===== src/rtl/osd_blend_pkg.sv =====
package osd_blend_pkg;
   // attribute code layout
   localparam int ATTR_W     = 4;
   localparam int ATTR_BLINK = 3;
   localparam int FACT_W     = 3;
   localparam int WT_W       = 4;

   // factor in eighths to weight; the top code means the OSD pixel alone
   function automatic logic [WT_W-1:0] weight_of(input logic [FACT_W-1:0] n);
      return (n == {FACT_W{1'b1}}) ? WT_W'(8) : WT_W'(n);
   endfunction
endpackage


===== src/rtl/osd_chan_atten.sv =====
module osd_chan_atten #(
   parameter int CH_W = 8
) (
   input  logic            en,
   input  logic [CH_W-1:0] c_in,
   output logic [CH_W-1:0] c_out
);
   localparam int LO   = 16 << (CH_W - 8);
   localparam int SPAN = 220 << (CH_W - 8);
   localparam int PW   = CH_W + 12;

   logic [PW-1:0] prod;
   logic [PW-1:0] scaled;

   always_comb begin
      prod   = PW'(c_in) * PW'(SPAN);
      scaled = PW'(LO) + (prod >> CH_W);
      c_out  = en ? scaled[CH_W-1:0] : c_in;
   end
endmodule


===== src/rtl/osd_chan_mix.sv =====
module osd_chan_mix #(
   parameter int CH_W = 8
) (
   input  logic [CH_W-1:0] osd_c,
   input  logic [CH_W-1:0] vid_c,
   input  logic [3:0]      wt,
   output logic [CH_W-1:0] mix_c
);
   localparam int AW = CH_W + 4;

   logic [AW-1:0] acc;
   logic [AW-1:0] sh;

   always_comb begin
      acc   = AW'(osd_c) * AW'(wt) + AW'(vid_c) * AW'(4'd8 - wt);
      sh    = acc >> 3;
      mix_c = sh[CH_W-1:0];
   end
endmodule


===== src/rtl/osd_blink_timer.sv =====
module osd_blink_timer #(
   parameter int BLINK_W = 8
) (
   input  logic               clk,
   input  logic               rst_n,
   input  logic               blink_en,
   input  logic               frame_pulse,
   input  logic [BLINK_W-1:0] interval,
   output logic               show
);
   logic [BLINK_W-1:0] cnt;

   always_ff @(posedge clk) begin
      if (!rst_n || !blink_en) begin
         cnt  <= '0;
         show <= 1'b1;
      end else if (frame_pulse) begin
         if (cnt >= interval) begin
            cnt  <= '0;
            show <= ~show;
         end else begin
            cnt  <= cnt + 1'b1;
         end
      end
   end
endmodule


===== src/rtl/osd_blend_top.sv =====
module osd_blend_top #(
   parameter int CH_W    = 8,
   parameter int BLINK_W = 8,
   parameter int N_WIN   = 2
) (
   input  logic                  clk,
   input  logic                  rst_n,
   input  logic                  vid_valid,
   input  logic [3*CH_W-1:0]     vid_rgb,
   input  logic                  osd_valid,
   input  logic [3*CH_W-1:0]     osd_px,
   input  logic                  fmt_565,
   input  logic [$clog2(N_WIN)-1:0] win_sel,
   input  logic [N_WIN-1:0]      atten_en,
   input  logic [2:0]            blend_n,
   input  logic                  key_en,
   input  logic [2*CH_W-1:0]     key_lo,
   input  logic [CH_W-1:0]       key_hi,
   input  logic                  attr_en,
   input  logic [3:0]            attr_code,
   input  logic                  blink_en,
   input  logic [BLINK_W-1:0]    blink_int,
   input  logic                  frame_pulse,
   output logic                  out_valid,
   output logic [3*CH_W-1:0]     out_rgb
);
   import osd_blend_pkg::*;

   localparam int PIX_W = 3 * CH_W;

   if (CH_W < 8 || CH_W > 12) begin : g_bad_ch
      $error("CH_W must lie in 8..12");
   end
   if (N_WIN < 2) begin : g_bad_win
      $error("N_WIN must be at least 2");
   end
   if (BLINK_W < 1) begin : g_bad_blink
      $error("BLINK_W must be positive");
   end

   // ---------------- OSD pixel widening ----------------
   logic [14:0]      r_rep, b_rep;
   logic [11:0]      g_rep;
   logic [PIX_W-1:0] osd_wide;

   always_comb begin
      r_rep = {3{osd_px[15:11]}};
      g_rep = {2{osd_px[10:5]}};
      b_rep = {3{osd_px[4:0]}};
      if (fmt_565)
         osd_wide = {r_rep[14 -: CH_W], g_rep[11 -: CH_W], b_rep[14 -: CH_W]};
      else
         osd_wide = osd_px;
   end

   // ---------------- colour key on the raw pixel ----------------
   logic key_hit;
   always_comb begin
      if (fmt_565)
         key_hit = key_en && (osd_px[15:0] == key_lo[15:0]);
      else
         key_hit = key_en && (osd_px == {key_hi, key_lo});
   end

   // ---------------- blink phase ----------------
   logic blink_show;
   osd_blink_timer #(.BLINK_W(BLINK_W)) u_blink (
      .clk         (clk),
      .rst_n       (rst_n),
      .blink_en    (blink_en),
      .frame_pulse (frame_pulse),
      .interval    (blink_int),
      .show        (blink_show)
   );

   // ---------------- weight selection ----------------
   logic [FACT_W-1:0] fact;
   logic              hide;
   logic [WT_W-1:0]   wt;
   logic              atten_on;

   always_comb begin
      fact     = attr_en ? attr_code[FACT_W-1:0] : blend_n;
      hide     = attr_en && attr_code[ATTR_BLINK] && blink_en && !blink_show;
      wt       = (!osd_valid || key_hit || hide) ? '0 : weight_of(fact);
      atten_on = atten_en[win_sel];
   end

   // ---------------- per-channel datapath ----------------
   logic [PIX_W-1:0] mixed;

   for (genvar ch = 0; ch < 3; ch++) begin : g_ch
      logic [CH_W-1:0] osd_sc;
      osd_chan_atten #(.CH_W(CH_W)) u_att (
         .en    (atten_on),
         .c_in  (osd_wide[ch*CH_W +: CH_W]),
         .c_out (osd_sc)
      );
      osd_chan_mix #(.CH_W(CH_W)) u_mix (
         .osd_c (osd_sc),
         .vid_c (vid_rgb[ch*CH_W +: CH_W]),
         .wt    (wt),
         .mix_c (mixed[ch*CH_W +: CH_W])
      );
   end

   // ---------------- output register ----------------
   always_ff @(posedge clk) begin
      if (!rst_n) begin
         out_valid <= 1'b0;
         out_rgb   <= '0;
      end else begin
         out_valid <= vid_valid;
         if (vid_valid) out_rgb <= mixed;
      end
   end
endmodule


===== config.mk =====
export PLATFORM = sky130hd
export DESIGN_NAME = osd_blend_top
export DESIGN_NICKNAME = d
export VERILOG_FILES = /design/src/rtl/osd_blend_pkg.sv /design/src/rtl/osd_chan_atten.sv /design/src/rtl/osd_chan_mix.sv /design/src/rtl/osd_blink_timer.sv /design/src/rtl/osd_blend_top.sv
export SDC_FILE = /design/constraint.sdc
export NUM_CORES = 1
export LEC_CHECK = 0
export BUFFER_PORTS_ARGS = -buffer_cell sky130_fd_sc_hd__buf_2
export CORE_MARGIN = 2
export CORE_UTILIZATION = 55
export CTS_BUF_LIST = sky130_fd_sc_hd__clkbuf_16
export DETAILED_ROUTE_END_ITERATION = 16
export PLACE_DENSITY = 0.84
export SLEW_MARGIN = 20
export SYNTH_ARGS = -nofsm -noshare
export SYNTH_HDL_FRONTEND = slang
export SYNTH_HIERARCHICAL = 1
export SYNTH_SLANG_ARGS = --single-unit

===== constraint.sdc =====
create_clock -name clk -period 16.15 [get_ports clk]
set_clock_uncertainty 0.2 [all_clocks]
set_input_delay 1.615 -clock clk [delete_from_list [all_inputs] [get_ports clk]]
set_output_delay 1.615 -clock clk [all_outputs]
set_load 0.05 [all_outputs]

==> results.md <==
- Outcome: completed
- Syn-to-layout area delta: 8.29%
- Placer Congestion: about 0.88
- DR WL/cell: between 15 and 20 µm
- Worst Path Arrival: 10.14 ns
- Worst min-delay path class: reg -> reg
- Post-synth EDFFs: 0
- Post-Syn Instances: about 1,500
- Worst Max-Slew Pin Slew: around 1.0 ns
- RSZ-0062 raised after global routing: false
- Max-slew violations: 0
- Clock buffer depth: 2
- Top post-synthesis cells by area: fa_1 (32%), ha_1 (16%), inv_1 (10%), dfxtp_1 (5.1%), nand2_1 (4.2%)
- Root Driver: clkbuf_16
- Die width: roughly 160 µm
- Syn nets: about 2,000
- Worst VDD drop: between 60 and 70 µV
- Post-route DRC violation count: 0
- Synth warnings: 6
- # Post-CTS Setup Buffers: 0
- Iter 0 DRT Violations: between 400 and 500
- Ant diodes: 0
- DIE HEIGHT: about 160 µm
- DRT Pass-1 Iters: 5
- GRT Resource Usage Total: 0.235
- CP Class: in -> reg
- Yosys cell types: 74
- Routing usage on met2: 0.424
- Sequential area share after synthesis: 0.0512
- Pin count of the biggest net entering global routing: 50
- Final nets: ~2,100
- CP max-delay cell: fa_1
- Maxcap violations: 0
- Met3 usage: 0.0242
- Share of layout cells above drive strength 1: 0.128
- Total CTS buffers: 5
- Crit-path max FO: 33
- Final Cycle Share: 0.626
- GR Overflow Total: 0
- CTS resizes: 0
- Top cell by count, worst path: fa_1
- Vias: 10,300
- Max-slew headroom: 0.318
- CP Capture Type: register
- Clock sink count: 34
- Fin Setup TNS: 0 ns
- FF+latch count, synth: 34
- Fraction of registers with async set/reset: 0
- Port-buffer cells: ~120
- Post-synth top area share: 0.321
- GR peak layer: met2
- Initial antenna violation count: 0
- LEAKAGE: approximately 7.4 nW
- CTS tree: done
- Core Region: between 20,000 and 25,000 µm²
- Routed vias/inst: roughly 5.3
- Syn Area/Cell: 8.90 µm²
- Worst-skew pair later-pin latency: between 0.2 and 0.3 ns
- H-tree depth: 2
- PD cells: 133 nW/µm²
- Most common cell after layout, fill and taps aside: inv_1
- Post-layout minimum cycle time: between 10 and 15 ns
- Most frequent cells in the layout: inv_1 (363), fa_1 (213), ha_1 (171)
- Synth area leader: fa_1
- Initial Utilization: 0.563
- Layout Utilization: 0.610
- Post-DP HPWL: ~25 mm
- Fmax: approximately 100 MHz
- Core Rows: 56
- Boundary Pins: approximately 120
- Post-Syn Area: about 13,000 µm²
- DIE AREA: between 20,000 and 30,000 µm²
- Req. time, crit path: between 15 and 20 ns
- Final hold vios: 0
- Hold Buf Count CTS: 0
- Setup violators final: 0
- Top FF cell, synth: dfxtp_1
- Tot Pwr: about 1.9 mW
- Crit path launch type: primary input
- Crit-path max cell delay: approximately 0.55 ns
- Wire length of the first global-routing pass: 49.8 mm
- GR Util met1: 0.300
- Total wire length: about 29 mm
- Clock transition at path regs: approximately 0.06 ns
- Final ANT Viol Nets: 0
- Vias in the first global route: between 10,000 and 15,000
-- synth_stat cells (6+ instances only) --
| cell type | number |
|---|---|
| a211oi_1 | 8 |
| inv_1 | 363 |
| nand3_1 | 6 |
| a31oi_1 | 13 |
| nand2b_1 | 6 |
| xnor3_1 | 6 |
| xor2_1 | 38 |
| and2_1 | 77 |
| mux2i_1 | 30 |
| o21ai_0 | 37 |
| nand2_1 | 147 |
| clkbuf_1 | 13 |
| nor2b_1 | 34 |
| nor3_1 | 6 |
| a21o_1 | 7 |
| o21a_1 | 7 |
| mux2_2 | 15 |
| xnor2_1 | 63 |
| and3_1 | 15 |
| ha_1 | 171 |
| fa_1 | 213 |
| nand4_1 | 10 |
| dfxtp_1 | 34 |
| nor2_1 | 39 |
| a21oi_1 | 26 |
-- cell type report --
class                      count  area [µm²]
multi-input combinational   1071       11200
fill                        1927        9220
inverter                     364        1370
sequential                    34         681
timing repair buffer         128         653
tap                          319         399
clock buffer                   5         125
clock inverter                 3        16.3
-- logic make-up after synthesis --
logic type	share of synthesized area
muxes	0.0353
and+or+nand+nor	0.149
buffers and inverters	0.114
AOI/OAI and AO/OA	0.0840
adders and majority gates	0.482
xor gates and xnor gates	0.0853
DFF	0.0512
-- through the flow --
stage          area (µm²)  hold WS (ns)  std cells  setup WS [ns]
2_1_floorplan       13300         0.288       1493           6.33
3_3_place_gp        14300         0.291       1916           5.77
3_5_place_dp        14300         0.302       1916           5.49
4_1_cts             14400         0.315       1924           5.78
5_1_grt             14400         0.337       1924           5.53
6_report            14400         0.310       1924           6.04
-- critical path, delay by kind of cell --
family,cells,cell delay [ns]
simple gates,5,0.92
fa+ha+maj,10,4.63
buf+inv,7,0.73
xor+xnor,2,0.30
compound gates,6,1.55
mux,2,0.40
-- metal layers --
layer | wire [µm] | vias to the layer above | share of wire
met3 | 1390 | 47 | 0.047
met1 | 12500 | 5050 | 0.43
met5 | 0 | - | 0
met4 | 644 | 0 | 0.022
met2 | 14800 | 298 | 0.50
li1 | - | 4885 | -
-- worst paths after layout --
path / from / to / slack (ns) / cells after the start
worst max-delay path: fmt_565 / out_rgb[15] / 6.04 / 32
worst min-delay path: out_rgb[14] / out_rgb[14] / 0.31 / 2
worst max register to register: u_blink/show / out_rgb[15] / 8.93 / 25
worst min register to register: out_rgb[14] / out_rgb[14] / 0.31 / 2
-- power by group --
part	internal (mW)	switching [mW]	leakage, nW
Combinational	0.720	0.988	7.08
Clock	0.0563	0.0382	0.0672
Sequential	0.107	0.0115	0.279
-- state kept, by name, summed over array words and instances (netlist names) --
name,count
u_blink/show,1
u_blink/cnt,8
out_valid,1
out_rgb,24
No activity file was read; power rests on OpenSTA's default activity.
